===== src/rtl/dco_search_pkg.sv =====
package dco_search_pkg;

  typedef enum logic [1:0] {
    ST_START  = 2'd0,
    ST_COARSE = 2'd1,
    ST_FINE   = 2'd2,
    ST_LOCK   = 2'd3
  } searchState_t;

  // strobes from control to datapath, at most one set per cycle
  typedef struct packed {
    logic restart;
    logic startCoarse;
    logic stepCoarse;
    logic enterFine;
    logic stepFine;
  } pathStrobe_t;

endpackage


===== src/rtl/dco_search_ctrl.sv =====
module dco_search_ctrl
  import dco_search_pkg::*;
#(
  parameter int CNT_W        = 9,
  parameter int COARSE_SHIFT = 4
) (
  input  logic             clk,
  input  logic             rst_n,
  input  logic             measValid,
  input  logic [CNT_W-1:0] pulseCount,
  input  logic [CNT_W-1:0] tolerance,
  input  logic             relockReq,
  output pathStrobe_t      strobe,
  output logic             locked
);

  searchState_t state, stateNext;
  logic         goodSeen, goodSeenNext;
  logic         coarseSmall;
  logic         inTol;

  assign coarseSmall = (pulseCount >> COARSE_SHIFT) == '0;
  assign inTol       = pulseCount <= tolerance;

  always_comb begin
    strobe       = '0;
    stateNext    = state;
    goodSeenNext = goodSeen;
    if (relockReq) begin
      strobe.restart = 1'b1;
      stateNext      = ST_START;
      goodSeenNext   = 1'b0;
    end else if (measValid) begin
      unique case (state)
        ST_START: begin
          strobe.startCoarse = 1'b1;
          stateNext          = ST_COARSE;
        end
        ST_COARSE: begin
          if (coarseSmall) begin
            strobe.enterFine = 1'b1;
            stateNext        = ST_FINE;
            goodSeenNext     = 1'b0;
          end else begin
            strobe.stepCoarse = 1'b1;
          end
        end
        ST_FINE: begin
          if (inTol) begin
            if (goodSeen) stateNext = ST_LOCK;
            goodSeenNext = 1'b1;
          end else begin
            strobe.stepFine = 1'b1;
            goodSeenNext    = 1'b0;
          end
        end
        default: ;
      endcase
    end
  end

  always_ff @(posedge clk or negedge rst_n) begin
    if (!rst_n) begin
      state    <= ST_START;
      goodSeen <= 1'b0;
    end else begin
      state    <= stateNext;
      goodSeen <= goodSeenNext;
    end
  end

  assign locked = (state == ST_LOCK);

  // lock is only entered from the fine search
  p_lock_from_fine_r9: assert property (@(posedge clk) disable iff (!rst_n)
    $rose(locked) |-> $past(state) == ST_FINE);

  // lock needs a prior in-tolerance fine measurement
  p_lock_two_good_r9: assert property (@(posedge clk) disable iff (!rst_n)
    $rose(locked) |-> $past(goodSeen));

  // nothing but relock leaves lock
  p_lock_sticky_r10: assert property (@(posedge clk) disable iff (!rst_n)
    locked && !relockReq |=> locked);

  // strobes are mutually exclusive
  p_strobe_excl_r11: assert property (@(posedge clk) disable iff (!rst_n)
    $onehot0(strobe));

endmodule


===== src/rtl/dco_stage_decode.sv =====
module dco_stage_decode #(
  parameter int N   = 12,
  localparam int IW = $clog2(N)
) (
  input  logic [IW-1:0] idx,
  output logic [N-1:0]  sel,
  output logic [N-1:0]  hdr
);

  for (genvar i = 0; i < N; i++) begin : g_stage
    assign sel[i] = (idx == IW'(i));
    assign hdr[i] = (IW'(i) <= idx);
  end

endmodule


===== src/rtl/dco_search_path.sv =====
module dco_search_path
  import dco_search_pkg::*;
#(
  parameter int NUM_COARSE   = 12,
  parameter int NUM_FINE     = 12,
  parameter int CNT_W        = 9,
  parameter int COARSE_SHIFT = 4,
  parameter int FINE_SHIFT   = 1,
  localparam int CIW = $clog2(NUM_COARSE),
  localparam int FIW = $clog2(NUM_FINE),
  localparam int SW  = CNT_W + 2
) (
  input  logic                  clk,
  input  logic                  rst_n,
  input  pathStrobe_t           strobe,
  input  logic [CNT_W-1:0]      pulseCount,
  input  logic                  lagFlag,
  output logic [NUM_COARSE-1:0] coarseSel,
  output logic [NUM_FINE-1:0]   fineSel,
  output logic [NUM_COARSE-1:0] coarseHdr,
  output logic [NUM_FINE-1:0]   fineHdr
);

  localparam logic [CIW-1:0] C_MID = CIW'(NUM_COARSE / 2);
  localparam logic [FIW-1:0] F_MID = FIW'(NUM_FINE / 2);
  localparam logic [SW-1:0]  C_TOP = SW'(NUM_COARSE - 1);
  localparam logic [SW-1:0]  F_TOP = SW'(NUM_FINE - 1);

  logic [CIW-1:0]   coarseIdx;
  logic [FIW-1:0]   fineIdx;
  logic [SW-1:0]    startStep, coarseStep, fineStep;
  logic [CNT_W-1:0] fineRaw;
  logic [SW-1:0]    startTarget, coarseTarget, fineTarget;

  function automatic logic [SW-1:0] moveIdx(input logic [SW-1:0] cur,
                                            input logic [SW-1:0] step,
                                            input logic          down,
                                            input logic [SW-1:0] top);
    logic [SW-1:0] sum;
    sum = cur + step;
    if (down) return (step > cur) ? '0 : cur - step;
    return (sum > top) ? top : sum;
  endfunction

  assign startStep  = {2'b00, pulseCount >> (COARSE_SHIFT - 1)};
  assign coarseStep = {2'b00, pulseCount >> COARSE_SHIFT};
  assign fineRaw    = pulseCount >> FINE_SHIFT;
  assign fineStep   = (fineRaw == '0) ? SW'(1) : {2'b00, fineRaw};

  assign startTarget  = moveIdx(SW'(C_MID), startStep, lagFlag, C_TOP);
  assign coarseTarget = moveIdx(SW'(coarseIdx), coarseStep, lagFlag, C_TOP);
  assign fineTarget   = moveIdx(SW'(fineIdx), fineStep, lagFlag, F_TOP);

  always_ff @(posedge clk or negedge rst_n) begin
    if (!rst_n) begin
      coarseIdx <= C_MID;
      fineIdx   <= F_MID;
    end else begin
      if (strobe.restart) begin
        coarseIdx <= C_MID;
        fineIdx   <= F_MID;
      end
      if (strobe.startCoarse) coarseIdx <= CIW'(startTarget);
      if (strobe.stepCoarse)  coarseIdx <= CIW'(coarseTarget);
      if (strobe.enterFine)   fineIdx   <= F_MID;
      if (strobe.stepFine)    fineIdx   <= FIW'(fineTarget);
    end
  end

  dco_stage_decode #(.N(NUM_COARSE)) u_coarseDec (
    .idx(coarseIdx), .sel(coarseSel), .hdr(coarseHdr));

  dco_stage_decode #(.N(NUM_FINE)) u_fineDec (
    .idx(fineIdx), .sel(fineSel), .hdr(fineHdr));

  // saturation keeps indices in range
  p_coarse_range_r6: assert property (@(posedge clk) disable iff (!rst_n)
    32'(coarseIdx) < NUM_COARSE);
  p_fine_range_r6: assert property (@(posedge clk) disable iff (!rst_n)
    32'(fineIdx) < NUM_FINE);

  // direction of a fine step follows the flag
  p_fine_up_r5: assert property (@(posedge clk) disable iff (!rst_n)
    strobe.stepFine && !lagFlag |=> fineIdx >= $past(fineIdx));
  p_fine_down_r5: assert property (@(posedge clk) disable iff (!rst_n)
    strobe.stepFine && lagFlag |=> fineIdx <= $past(fineIdx));

  // entering the fine search leaves the coarse code alone
  p_enter_fine_r4: assert property (@(posedge clk) disable iff (!rst_n)
    strobe.enterFine |=> $stable(coarseIdx));

endmodule


===== src/rtl/dco_code_search.sv =====
module dco_code_search
  import dco_search_pkg::*;
#(
  parameter int NUM_COARSE   = 12,
  parameter int NUM_FINE     = 12,
  parameter int CNT_W        = 9,
  parameter int COARSE_SHIFT = 4,
  parameter int FINE_SHIFT   = 1
) (
  input  logic                  clk,
  input  logic                  rst_n,
  input  logic                  measValid,
  input  logic [CNT_W-1:0]      pulseCount,
  input  logic                  lagFlag,
  input  logic [CNT_W-1:0]      tolerance,
  input  logic                  relockReq,
  output logic [NUM_COARSE-1:0] coarseSel,
  output logic [NUM_FINE-1:0]   fineSel,
  output logic [NUM_COARSE-1:0] coarseHdr,
  output logic [NUM_FINE-1:0]   fineHdr,
  output logic                  locked
);

  pathStrobe_t strobe;

  dco_search_ctrl #(.CNT_W(CNT_W), .COARSE_SHIFT(COARSE_SHIFT)) u_ctrl (
    .clk(clk), .rst_n(rst_n), .measValid(measValid), .pulseCount(pulseCount),
    .tolerance(tolerance), .relockReq(relockReq), .strobe(strobe),
    .locked(locked));

  dco_search_path #(
    .NUM_COARSE(NUM_COARSE), .NUM_FINE(NUM_FINE), .CNT_W(CNT_W),
    .COARSE_SHIFT(COARSE_SHIFT), .FINE_SHIFT(FINE_SHIFT)
  ) u_path (
    .clk(clk), .rst_n(rst_n), .strobe(strobe), .pulseCount(pulseCount),
    .lagFlag(lagFlag), .coarseSel(coarseSel), .fineSel(fineSel),
    .coarseHdr(coarseHdr), .fineHdr(fineHdr));

  // exactly one stage selected on each line
  p_coarse_onehot_r7: assert property (@(posedge clk) disable iff (!rst_n)
    $countones(coarseSel) == 1);
  p_fine_onehot_r7: assert property (@(posedge clk) disable iff (!rst_n)
    $countones(fineSel) == 1);

  // header set equals the selected stage and every lower one
  p_coarse_hdr_r8: assert property (@(posedge clk) disable iff (!rst_n)
    coarseHdr == ((coarseSel << 1) - NUM_COARSE'(1)));
  p_fine_hdr_r8: assert property (@(posedge clk) disable iff (!rst_n)
    fineHdr == ((fineSel << 1) - NUM_FINE'(1)));

  // codes frozen while locked
  p_lock_hold_r10: assert property (@(posedge clk) disable iff (!rst_n)
    locked && !relockReq |=> $stable(coarseSel) && $stable(fineSel));

  // relock always drops lock
  p_relock_r11: assert property (@(posedge clk) disable iff (!rst_n)
    relockReq |=> !locked);

  // no strobe, no change
  p_idle_hold_r12: assert property (@(posedge clk) disable iff (!rst_n)
    !measValid && !relockReq |=> $stable(coarseSel) && $stable(fineSel));

endmodule


===== config.mk =====
export PLATFORM = sky130hd
export DESIGN_NAME = dco_code_search
export DESIGN_NICKNAME = d
export VERILOG_FILES = /design/src/rtl/dco_search_pkg.sv /design/src/rtl/dco_search_ctrl.sv /design/src/rtl/dco_stage_decode.sv /design/src/rtl/dco_search_path.sv /design/src/rtl/dco_code_search.sv
export SDC_FILE = /design/constraint.sdc
export NUM_CORES = 1
export LEC_CHECK = 0
export ABC_AREA = 1
export CORE_ASPECT_RATIO = 2
export CORE_MARGIN = 3
export CORE_UTILIZATION = 53
export DETAILED_ROUTE_END_ITERATION = 7
export PLACE_DENSITY = 0.88
export SYNTH_ARGS = -nofsm -noshare
export SYNTH_HDL_FRONTEND = slang
export SYNTH_SLANG_ARGS = --single-unit

===== constraint.sdc =====
create_clock -name clk -period 7.1 [get_ports clk]
set_clock_uncertainty 0.15 [all_clocks]
set_input_delay 1.065 -clock clk [delete_from_list [all_inputs] [get_ports clk]]
set_output_delay 1.065 -clock clk [all_outputs]
set_load 0.005 [all_outputs]

==> reports/qor.csv <==
metric,value,unit
Yosys cell types,37,
Syn. warnings,0,
number of clock sinks seen by CTS,11,
most used flip-flop cell after synthesis,dfrtp_1,
1st-iter DRT viols,79,
beginning of the critical path,pulseCount[5],
transition time at the pin with the least slew margin,0.703,ns
boundary pin count,72,
setup-violating endpoint count in the final report,0,
final RePlAce weighted congestion,0.909,
post-synthesis instance area,2540,sq um
"commonest non-fill, non-tap cell in the layout",nand2_1,
Post-CTS Setup Repair Bufs,0,
number of synthesized flops with an enable pin,0,
class of the most critical setup path,in2reg,
DRC violation count after routing,0,
height of the die,104,um
number of inserted filler cells in the final layout,378,
global-route wire length before repair,11.8,mm
Initial Util,55.2,%
count of input and output buffers,69,
number of global-route vias before repair,2672,
Die Area,5710,sq um
Min-Delay Startpoint,u_path.coarseIdx[2]$_DFFE_PN1P_,
core footprint,4600,sq um
aggregate routed wire length,7.48,mm
arrival time at the worst endpoint,4.32,ns
share of the cycle needed by the critical path after routing,60.2,%
result of the run,finished clean,
post_cts resized,0,
Peak supply drop,0.207,mV
sort of element at the start of the critical path,primary input,
"commonest cells after routing, fill and taps aside","nand2_1 (101), clkdlybuf4s50_1 (69), inv_1 (68), nor2_1 (61), ha_1 (44)",
setup TNS,0,ns
max-slew headroom at the worst pin,53.0,%
Routed Antenna Nets,0,
Worst Path Required,7.14,ns
synthesized instance count,415,
final core utilization,71.7,%
layout cells sized above 1,5.21,%
Detail Placement HPWL,6.40,mm
maximum frequency from static timing analysis,234,MHz
endpoint type of the worst setup path,register,
Power per Cell Area,185,nW/um^2
Slew Limit Fails,0,
Avg Inst Size Synth,6.12,sq um
maximum fanout count along the critical path,14,
worst hold-check path type,reg2reg,
leakage power total,1.71,nW
DR vias,2863,
cts hold-fix bufs,0,
antenna cells,0,
area growth from synthesis to layout,29.8,%
maximum number of pins on one net before global-route repair,15,
Yosys reg bits,11,
sequential share of the synthesized area,11.0,%
detailed-route vias per instance,5.35,
unrepaired setup endpoints after global routing,no,
async set-reset flop share out of synthesis,100,%
gr usage total,27.4,%
final hold viol count,0,
number of antenna violations at the first check in global routing,0,
clock slew at reported path FFs,0.05,ns
number of rows in the core area,35,
die outline width,55.0,um
DR pass1 iterations,4,
number of clock buffers inserted by TritonCTS,3,
later-pin clock latency in the skew report,0.25,ns
Congestion Overflow GR,0,
H-tree levels,1,
count of max-cap constraint violations,0,
root buffer cell,clkbuf_8,
total power draw,612,uW
clock tree from TritonCTS,done,
FF-to-FF Start,u_path.fineIdx[1]$_DFFE_PN1P_,
minimum clock period,4.27,ns
largest buffer count on any clock path,2,
"Net count, final",552,
Routed wire per std cell,14.0,um
[power by group]
part / internal [mW] / switching [mW] / total (mW)
logic: 0.198 / 0.235 / 0.434
registers: 0.0824 / 0.0299 / 0.112
clock network: 0.0396 / 0.0261 / 0.0657
total: 0.320 / 0.291 / 0.612
[layer usage]
layer / vias up / track usage (%) / wire length (um)
li1: 1437 / - / -
met2: 126 / 52.3 / 4150
met3: 39 / 3.87 / 408
met5: - / 0 / 0
met1: 1261 / 24.6 / 2380
met4: 0 / 15.0 / 548
[metrics by stage]
step                      hold WS [ns]  instances  cell area, sq um  worst slack (ns)
after floorplan                  0.334        416              2540              3.77
after global placement           0.362        531              3250              2.79
after detailed placement         0.379        531              3250              2.65
after CTS                        0.389        535              3300              2.90
after global routing             0.416        535              3300              2.53
final                            0.389        535              3300              2.83
[path summary, 6_finish.rpt]
check,endpoint,slack (ns),depth (start not counted)
worst max-delay path,u_path.fineIdx[2]$_DFFE_PN1P_,2.83,18
max in group asynchronous,u_path.coarseIdx[2]$_DFFE_PN1P_,5.42,1
min in group asynchronous,u_path.coarseIdx[0]$_DFFE_PN0P_,1.02,1
worst min register to register,u_path.coarseIdx[2]$_DFFE_PN1P_,0.39,2
worst max register to register,u_path.fineIdx[2]$_DFFE_PN1P_,4.45,11
worst min-delay path,u_path.coarseIdx[2]$_DFFE_PN1P_,0.39,2
[kinds of logic after synthesis]
| logic type | after synthesis | synth area share, % |
|---|---|---|
| AOI/OAI and AO/OA | 42 | 9.31 |
| xor gates and xnor gates | 6 | 2.07 |
| other | 1 | 0.148 |
| buffers and inverters | 79 | 12.5 |
| adders and majority gates | 48 | 24.8 |
| and+or+nand+nor | 228 | 40.1 |
| DFF | 11 | 11.0 |
[synthesized netlist by cell type, types with 5 or more instances]
library cell	instances	area [sq um]
inv_1	68	255
nand2_1	101	379
nand3_1	34	170
o21ai_0	13	65.1
ha_1	44	551
nor2_1	61	229
nand4_1	8	50.1
dfrtp_1	7	175
a21oi_1	18	90.1
nand3b_1	6	45.0
nor3_1	5	25.0
[flip-flops by register name (all words and copies together), names as in the netlist]
| register | flops |
|---|---|
| u_ctrl.goodSeen | 1 |
| u_path.coarseIdx | 4 |
| u_ctrl.state | 2 |
| u_path.fineIdx | 4 |
[critical path, stage by stage]
cell,delay (ns)
clkdlybuf4s50_1,0.78
nor3_2,0.40
nand3_1,0.10
inv_1,0.11
nor2_1,0.06
inv_1,0.08
ha_1,0.14
inv_1,0.06
fa_1,0.41
nor2_1,0.22
nor2_1,0.11
o21ai_1,0.20
nand3_1,0.12
nor2_2,0.15
nand3_1,0.11
nand2_1,0.10
nand2_1,0.05
inv_1,0.05
[final cells by class]
cell class	instances	area [sq um]	area share, %
Multi-Input combinational cell	326	1950	59.1
Clock buffer	4	45.0	1.37
Inverter	70	265	8.05
Tap cell	55	68.8	2.09
Timing Repair Buffer	69	691	20.9
Sequential cell	11	280	8.50
Power figures use the tool's default switching activity.
